<file path="src/rtl/e1cr_pkg.sv">
package e1cr_pkg;
  typedef enum logic [2:0] {
    SRC_RECOV      = 3'd0,
    SRC_ALT_JA     = 3'd1,
    SRC_XTAL       = 3'd2,
    SRC_ALT_DIRECT = 3'd3,
    SRC_TX_JA      = 3'd4
  } rclk_src_e;
endpackage

</file>
<file path="src/rtl/e1cr_phase.sv">
module e1cr_phase #(
  parameter int OSR = 32,
  localparam int PW = $clog2(OSR)
) (
  input  logic clk_i,
  input  logic rst_ni,
  input  logic pos_i,
  input  logic neg_i,
  output logic rec_clk_o,
  output logic sample_o,
  output logic mark_o,
  output logic data_o,
  output logic bpv_o
);
  localparam logic [PW-1:0] EDGE_LOAD = PW'(OSR / 4);
  localparam logic [PW-1:0] SLICE_PT  = PW'(OSR / 2);

  logic [PW-1:0] phase_q;
  logic mark_d_q, data_q, bpv_q, last_pos_q, seen_q;
  logic edge_det;

  assign mark_o   = pos_i | neg_i;
  assign edge_det = mark_o & ~mark_d_q;
  assign sample_o = (phase_q == SLICE_PT);

  always_ff @(posedge clk_i or negedge rst_ni) begin
    if (!rst_ni) begin
      phase_q    <= '0;
      mark_d_q   <= 1'b0;
      data_q     <= 1'b0;
      bpv_q      <= 1'b0;
      last_pos_q <= 1'b0;
      seen_q     <= 1'b0;
    end else begin
      mark_d_q <= mark_o;
      phase_q  <= edge_det ? EDGE_LOAD : phase_q + 1'b1;
      if (sample_o) begin
        data_q <= mark_o;
        bpv_q  <= mark_o & seen_q & (pos_i == last_pos_q);
        if (mark_o) begin
          last_pos_q <= pos_i;
          seen_q     <= 1'b1;
        end
      end
    end
  end

  // high half of the cell; a re-align may shorten it
  assign rec_clk_o = ~phase_q[PW-1];
  assign data_o    = data_q;
  assign bpv_o     = bpv_q;
endmodule

</file>
<file path="src/rtl/e1cr_los.sv">
module e1cr_los #(
  parameter int LOS_BITS  = 192,
  parameter int WIN_BITS  = 32,
  parameter int MIN_MARKS = 12,
  localparam int ZW = $clog2(LOS_BITS + 1),
  localparam int WW = $clog2(WIN_BITS),
  localparam int MW = $clog2(WIN_BITS + 1)
) (
  input  logic clk_i,
  input  logic rst_ni,
  input  logic sample_i,
  input  logic mark_i,
  output logic rcl_o
);
  logic [ZW-1:0] zrun_q;
  logic [WW-1:0] win_q;
  logic [MW-1:0] mk_q, mk_nxt;
  logic rcl_q;

  assign mk_nxt = mk_q + {{(MW-1){1'b0}}, mark_i};

  always_ff @(posedge clk_i or negedge rst_ni) begin
    if (!rst_ni) begin
      zrun_q <= '0;
      win_q  <= '0;
      mk_q   <= '0;
      rcl_q  <= 1'b0;
    end else if (sample_i) begin
      if (mark_i)                          zrun_q <= '0;
      else if (zrun_q < ZW'(LOS_BITS - 1)) zrun_q <= zrun_q + 1'b1;
      if (!rcl_q) begin
        if (!mark_i && zrun_q == ZW'(LOS_BITS - 1)) begin
          rcl_q <= 1'b1;
          win_q <= '0;
          mk_q  <= '0;
        end
      end else begin
        win_q <= win_q + 1'b1;
        if (win_q == WW'(WIN_BITS - 1)) begin
          mk_q <= '0;
          if (mk_nxt >= MW'(MIN_MARKS)) rcl_q <= 1'b0;
        end else begin
          mk_q <= mk_nxt;
        end
      end
    end
  end

  assign rcl_o = rcl_q;
endmodule

</file>
<file path="src/rtl/e1cr_act_det.sv">
module e1cr_act_det #(
  parameter int WIN = 64,
  localparam int WW = $clog2(WIN)
) (
  input  logic clk_i,
  input  logic rst_ni,
  input  logic async_i,
  output logic present_o
);
  logic [2:0] sync_q;
  logic [WW-1:0] win_q;
  logic seen_q, present_q, rise;

  assign rise = sync_q[1] & ~sync_q[2];

  always_ff @(posedge clk_i or negedge rst_ni) begin
    if (!rst_ni) begin
      sync_q    <= '0;
      win_q     <= '0;
      seen_q    <= 1'b0;
      present_q <= 1'b0;
    end else begin
      sync_q <= {sync_q[1:0], async_i};
      win_q  <= win_q + 1'b1;
      if (win_q == WW'(WIN - 1)) begin
        present_q <= seen_q | rise;
        seen_q    <= 1'b0;
      end else begin
        seen_q <= seen_q | rise;
      end
    end
  end

  assign present_o = present_q;
endmodule

</file>
<file path="src/rtl/e1_clk_recovery.sv">
module e1_clk_recovery
  import e1cr_pkg::*;
#(
  parameter int OSR       = 32,
  parameter int LOS_BITS  = 192,
  parameter int WIN_BITS  = 32,
  parameter int MIN_MARKS = 12,
  parameter int ACT_WIN   = 64
) (
  input  logic       clk_i,
  input  logic       rst_ni,
  input  logic       pos_i,
  input  logic       neg_i,
  input  logic       alt_clk_i,
  input  logic       xtal_clk_i,
  input  logic       tx_clk_i,
  input  logic       ja_rx_path_i,
  output logic       rclk_o,
  output logic       rdata_o,
  output logic       bpv_o,
  output logic       rcl_o,
  output logic       alt_present_o,
  output logic [2:0] src_o
);
  logic rec_clk, sample, mark;
  rclk_src_e src;

  e1cr_phase #(.OSR(OSR)) u_phase (
    .clk_i, .rst_ni, .pos_i, .neg_i,
    .rec_clk_o(rec_clk), .sample_o(sample), .mark_o(mark),
    .data_o(rdata_o), .bpv_o(bpv_o)
  );

  e1cr_los #(.LOS_BITS(LOS_BITS), .WIN_BITS(WIN_BITS), .MIN_MARKS(MIN_MARKS)) u_los (
    .clk_i, .rst_ni, .sample_i(sample), .mark_i(mark), .rcl_o(rcl_o)
  );

  e1cr_act_det #(.WIN(ACT_WIN)) u_act (
    .clk_i, .rst_ni, .async_i(alt_clk_i), .present_o(alt_present_o)
  );

  always_comb begin
    if (!rcl_o)            src = SRC_RECOV;
    else if (ja_rx_path_i) src = alt_present_o ? SRC_ALT_JA : SRC_XTAL;
    else                   src = alt_present_o ? SRC_ALT_DIRECT : SRC_TX_JA;
  end

  always_comb begin
    unique case (src)
      SRC_ALT_JA, SRC_ALT_DIRECT: rclk_o = alt_clk_i;
      SRC_XTAL:                   rclk_o = xtal_clk_i;
      SRC_TX_JA:                  rclk_o = tx_clk_i;
      default:                    rclk_o = rec_clk;
    endcase
  end

  assign src_o = src;
endmodule

</file>
<file path="config.mk">
export PLATFORM = sky130hd
export DESIGN_NAME = e1_clk_recovery
export DESIGN_NICKNAME = d
export VERILOG_FILES = /design/src/rtl/e1cr_pkg.sv /design/src/rtl/e1cr_phase.sv /design/src/rtl/e1cr_los.sv /design/src/rtl/e1cr_act_det.sv /design/src/rtl/e1_clk_recovery.sv
export SDC_FILE = /design/constraint.sdc
export NUM_CORES = 1
export LEC_CHECK = 0
export ABC_AREA = 1
export BUFFER_PORTS_ARGS = -buffer_cell sky130_fd_sc_hd__buf_2
export CAP_MARGIN = 20
export CORE_ASPECT_RATIO = 0.75
export CORE_MARGIN = 1.5
export CORE_UTILIZATION = 53
export CTS_CLUSTER_SIZE = 40
export DETAILED_ROUTE_END_ITERATION = 8
export PLACE_DENSITY = 0.74
export RECOVER_POWER = 25
export SYNTH_ARGS = -nofsm -noshare
export SYNTH_HDL_FRONTEND = slang
export SYNTH_SLANG_ARGS = --single-unit
</file>
<file path="constraint.sdc">
create_clock -name clk_i -period 1.58 [get_ports clk_i]
set_clock_uncertainty 0.15 [all_clocks]
set_input_delay 0.079 -clock clk_i [delete_from_list [all_inputs] [get_ports clk_i]]
set_output_delay 0.079 -clock clk_i [all_outputs]
set_load 0.05 [all_outputs]
</file>
# ---- After elaboration in Yosys (flattened, before gate mapping)
# Index checks and enable logic that the tools add are counted.
# Widths: inputs -> output; s select.
dict set report totals {
  romBits 0
  out_inout_bits 8
  word_cells 65
  regBits 41
  in_bits 8
  ram_bits 0
  n_memories 0
  latch_bits 0
}
dict set report classes {
  shift 0
  muxes 18
  n_reduce_logical 8
  order_cmp 2
  n_addsub 5
  eq_ne 9
  mul 0
  bitwise_logic 9
  n_div 0
}
# op n
set op_table {}
lappend op_table {{$mux 6} 3}
lappend op_table {{$mux 8} 2}
lappend op_table {{$mux 5} 3}
lappend op_table {{$add 5x1->5 const B} 2}
lappend op_table {{$eq 5x5->1 const B} 2}
lappend op_table {{$mux 3} 3}
lappend op_table {{$add 8x1->8 const B} 1}
lappend op_table {{$eq 8x8->1 const B} 1}
lappend op_table {{$lt 8x8->1 const B} 1}
lappend op_table {{$add 6x1->6} 1}
lappend op_table {{$add 6x1->6 const B} 1}
lappend op_table {{$eq 3x2->1 const B} 2}
lappend op_table {{$eq 6x6->1 const B} 1}
lappend op_table {{$ge 6x4->1 const B} 1}
lappend op_table {{$reduce_and 2->1} 3}
lappend op_table {{$mux 1} 5}
lappend op_table {{$and 1x1->1} 4}
lappend op_table {{$reduce_bool 2->1} 2}
lappend op_table {{$eq 3x1->1 const B} 1}
lappend op_table {{$eq 3x3->1 const B} 1}
lappend op_table {{$not 1->1} 3}
lappend op_table {{$pmux 1 s3} 1}
lappend op_table {{$mux 2} 1}
lappend op_table {{$or 1x1->1} 2}
lappend op_table {{other kinds (4)} 4}

# ---- Longest topological paths before layout
dict set report depth {
  ltp_word 6
  depth_mapped 12
  ltp_nobuf 12
}

# ---- Cells and area by module
# From an unflattened synthesis, not the netlist that was laid out.
dict set report hier_totals {
  hier_cells 274
  hier_area_um2 2194.6
}
# module n_inst cells_each area_each_um2
set modules_own_cells {}
lappend modules_own_cells {e1cr_los 1 163 1189.9}
lappend modules_own_cells {e1cr_phase 1 53 481.7}
lappend modules_own_cells {e1cr_act_det 1 35 412.9}
lappend modules_own_cells {e1_clk_recovery 1 23 110.1}

# ---- Least setup slack after synthesis
# OpenSTA, ideal clock, no wires.
dict set report synth_timing {
  path_type {reg2out}
  from {register u_act.present_q, in the netlist u_act.present_o}
  to {output rclk_o}
  t_arrival_ps 1996
  n_path_buf 0
  slack_ps -645
  stages_incl_launch_ff 7
  path_cell_list {dfrtp_1 > inv_1 > ha_1 > nand2_1 > inv_1 > nand4_1 > o2111ai_1}
}
dict set report synth_between {
  elab_chain_len 6
  elab_cells_between_ends 10
}
# item line
set synth_rtl {}
lappend synth_rtl {{start, declared} e1cr_act_det.sv:12} ;# logic seen_q, present_q, rise;
lappend synth_rtl {{start signal, assigned} e1cr_act_det.sv:26} ;# present_q <= seen_q | rise;
lappend synth_rtl {{$mux 3 / $mux 2 (equally long branches)} {e1_clk_recovery.sv:45, e1_clk_recovery.sv:44}}
lappend synth_rtl {{$mux 3 (*)} e1_clk_recovery.sv:44} ;# else if (ja_rx_path_i) src = alt_present_o ? SRC_ALT_JA : SRC_XTAL;
lappend synth_rtl {{$mux 3 (*)} e1_clk_recovery.sv:43} ;# if (!rcl_o) src = SRC_RECOV;
lappend synth_rtl {{via src_o[1]} e1_clk_recovery.sv:23} ;# output logic [2:0] src_o
lappend synth_rtl {{$eq 3x1->1 / $eq 3x2->1 (equally long branches)} e1_clk_recovery.sv:49} ;# unique case (src)
lappend synth_rtl {{$reduce_or 2->1} e1_clk_recovery.sv:49}
lappend synth_rtl {{$pmux 1 s3 (*)} e1_clk_recovery.sv:49}
lappend synth_rtl {{end, declared} e1_clk_recovery.sv:18} ;# output logic rclk_o,
# Mark *: on every way through the listed nets, which the timed path passes. The rest lies on a longest branch.

# ---- Final worst setup path
dict set report layout_timing {
  from {register u_act.present_q, in the netlist u_act.present_o}
  to {output rclk_o}
}
dict set report layout_between {
  elab_chain_len 6
  elab_cells_between_ends 10
}
# item line
set layout_rtl {}
lappend layout_rtl {{$mux 3 / $mux 2 (equally long branches)} {e1_clk_recovery.sv:45, e1_clk_recovery.sv:44}}
lappend layout_rtl {{$mux 3 (*)} e1_clk_recovery.sv:44}
lappend layout_rtl {{$mux 3 (*)} e1_clk_recovery.sv:43}
lappend layout_rtl {{$eq 3x1->1 / $eq 3x2->1 (equally long branches)} e1_clk_recovery.sv:49}
lappend layout_rtl {{$reduce_or 2->1} e1_clk_recovery.sv:49}
lappend layout_rtl {{$pmux 1 s3 (*)} e1_clk_recovery.sv:49}
# Mark *: on every way between the ends. The rest lies on a longest branch, timed or not.

==> results.yml <==
run_status:
  status: "complete, but fails checks"
  violations: "negative setup slack"
die:
  boundaryPins: 16
  die_h_microns: 57.4
  die_x_microns: 75.5
  die_area_sq_um: 4330
  start_util: 0.563
  row_count: 19
  core_sq_um: 3710
job:
  cap_violations: 0
route:
  vias_per_cell: 5.12
  wl_per_cell_microns: 13.9
  first_pass_iters: 4
  drtAntennaViolNets: 0
  routed_wl_microns: 4810
  vias: 1776
  drc_errors: 0
  drt-initial-drc-count: 112
placement:
  dp_hpwl_microns: 2800
  dp.cells: 322
  io_buffers: 15
  gp_congestion: 0.858
sta:
  fin_setup_tns_ns: -1.68
  fmax_mhz: 566
  slew_viol_final: 0
  finalCriticalPeriod_ns: 1.77
  setup_viol: 18
  setup_ws_ns: -0.186
  worstMarginPinSlew_ns: 0.953
  rsz0062_at_grt: "yes"
  fin_crit_sh: 1.12
  hold_viol_final: 0
  slew-limit-headroom: 0.365
worst_setup_path:
  worstPathArrival_ns: 1.54
  crit_fanout: 2
  crit_start: "u_act.present_o"
  cp-start-kind: "flip-flop"
  critical_path_class: "reg -> out"
  required_ns: 1.35
  r2r-start: "u_phase.phase_q[1]"
  crit_path_end_kind: "output port"
synthesis:
  synthesis.nets: 258
  synth.avg_cell_area_sq_um: 8.66
  yosysUniqueCellTypes: 31
  yosysTopAreaCellShare: 0.491
  synthCells: 241
  yosysTopAreaCell: "dfrtp_1"
  synth_seq_cells: 41
  synth_area_sq_um: 2090
  synth-seq-area-share: 0.491
  yosys_warnings: 0
  yosys-top-cells-area: "dfrtp_1 49%, nand2_1 12%, ha_1 5.4%"
finish:
  final_cells: 347
  area_growth_pct: 35.4
  insertedDiodeCount: 0
  drive_gt1_frac: 0.359
  final_core_utilization: 0.762
  fin_nets: 311
  fill_cells: 238
clocking:
  cts_tree: "done"
  root_buffer: "clkbuf_8"
  clk_path_buf_depth: 2
  clock_latency_ns: 0.29
  numClockSinks: 41
  path_clk_slew_ns: 0.07
  numCtsBuffers: 5
  cts_max_level: 2
power_and_ir_drop:
  total_power_w: 0.00382
  peakVddDrop_uv: 906
  power_leakage_nw: 1.36
  power_density_nw_per_um2: 1350
global_routing:
  antenna_found_initial: 0
  track_usage: 0.207
  grt_pass1_wl_microns: 6670
  grt_max_degree: 25
  grt.overflow.total: 0
  grt_pass1_vias: 1575
worst_hold_path:
  worstHoldPathType: "in -> reg"
  min_from: "pos_i"
## timing repair
action / CTS / global route
endpoints found under the hold margin: 44 / 1
hold buffers: 3 / 1
pin swaps: 2 / 16
cloned: 0 / 2
setup endpoints to repair: 8 / 32
gates resized for setup: 8 / 51
setup buffers: 3 / 9
## Yosys cell counts
library cell / n
mux2i_1: 1
nand3_4: 1
nor2_1: 28
o31ai_1: 1
nor3_1: 1
a211oi_1: 1
a21oi_1: 2
inv_4: 1
nor2_2: 1
inv_1: 28
nand2_2: 2
or2_2: 1
nand3_1: 19
nand2_1: 65
nand4_4: 1
o21ai_0: 11
xor2_1: 8
dfrtp_1: 41
buf_8: 1
nand4_1: 2
inv_2: 3
ha_1: 9
o21ai_2: 1
a21oi_4: 1
buf_4: 1
nand3_2: 1
xnor2_1: 3
nor3b_1: 2
nor2_4: 2
o2111ai_1: 1
nand2_4: 1
## sequential cells by signal, indices dropped and copies added, names as in the netlist
signal              cells
u_los.zrun_q            8
u_act.sync_q            3
u_los.rcl_o             1
u_phase.bpv_o           1
u_los.win_q             5
u_phase.data_o          1
u_phase.mark_d_q        1
u_act.win_q             6
u_phase.last_pos_q      1
u_phase.phase_q         5
u_act.seen_q            1
u_phase.seen_q          1
u_act.present_o         1
u_los.mk_q              6
## final timing paths
path | end | slack [ns] | cells after the start
setup / recovery | rclk_o | -0.19 | 7
hold / removal | u_phase.bpv_o | 0.02 | 4
setup reg to reg | u_los.zrun_q[4] | -0.16 | 8
hold reg to reg | u_act.sync_q[1] | 0.20 | 0
max in group asynchronous | u_los.zrun_q[4] | 0.34 | 3
min in group asynchronous | u_act.sync_q[1] | 0.30 | 2
## power breakdown
part | total, W | switching [W] | internal [W]
clock | 0.000857 | 0.000343 | 0.000515
combinational | 0.00144 | 0.000848 | 0.000592
sequential | 0.00152 | 0.000247 | 0.00128
total | 0.00382 | 0.00144 | 0.00238
## metal layers
metal | vias up | track usage | share of wire
li1 | 865 | - | -
met1 | 850 | 0.262 | 0.42
met2 | 49 | 0.333 | 0.51
met3 | 12 | 0.0495 | 0.042
met4 | 0 | 0.0969 | 0.025
met5 | - | 0 | 0
## worst max-delay path, cell delays in order (launching register included)
cell	delay, ns
dfrtp_2	0.42
inv_2	0.07
ha_4	0.19
nand2_4	0.06
clkinvlp_4	0.08
nand4_1	0.11
o2111ai_4	0.13
buf_6	0.17
## area by class of cell
class                   instances  area, sq um  share of cell area
flip-flops and latches         41         1030               0.364
inverters                      32          136              0.0483
clock buffers                   7         86.3              0.0305
clock inverters                 1         30.0              0.0106
well taps                      52         65.1              0.0230
repair buffers                 46          360               0.127
repair inverters                1         7.51             0.00266
multi-input cells             167         1110               0.394
## through the flow
step / hold WS, ns / worst slack (ns) / cell area (sq um)
2_1_floorplan: -0.367 / -0.255 / 2140
3_3_place_gp: -0.121 / 0.0148 / 2390
3_5_place_dp: -0.114 / -0.0475 / 2390
4_1_cts: 0.0165 / -0.182 / 2590
5_1_grt: 0.0337 / -0.252 / 2830
6_report: 0.0165 / -0.186 / 2830
## cell usage in the layout, fill, tap and decap left out, drive strengths merged
master       synthesis  final
o31ai                1      1
nand3               21     21
a211oi               1      1
nor2                31     31
or2                  1      1
clkinvlp             0      2
clkbuf               0     11
ha                   9      9
buf                  2     39
nor3b                2      2
nor3                 1      1
o2111ai              1      1
a21oi                3      3
nand2               68     69
inv                 32     31
dfrtp               41     41
bufinv               0      1
dlygate4sd3          0      3
nand4                3      3
mux2i                1      1
xor2                 8      8
xnor2                3      3
o21ai               12     12
## kinds of logic (layout without fill, tap and decap cells)
kind of cell               after synthesis  count (layout)  synth area share
muxes                                    1               1           0.00479
AOI/OAI and AO/OA                       18              18            0.0545
adders and majority gates                9               9            0.0539
DFF                                     41              41             0.491
and+or+nand+nor                        127             128             0.280
buffers and inverters                   34              87            0.0695
xor gates and xnor gates                11              11            0.0461
Power figures use the tool's default switching activity.
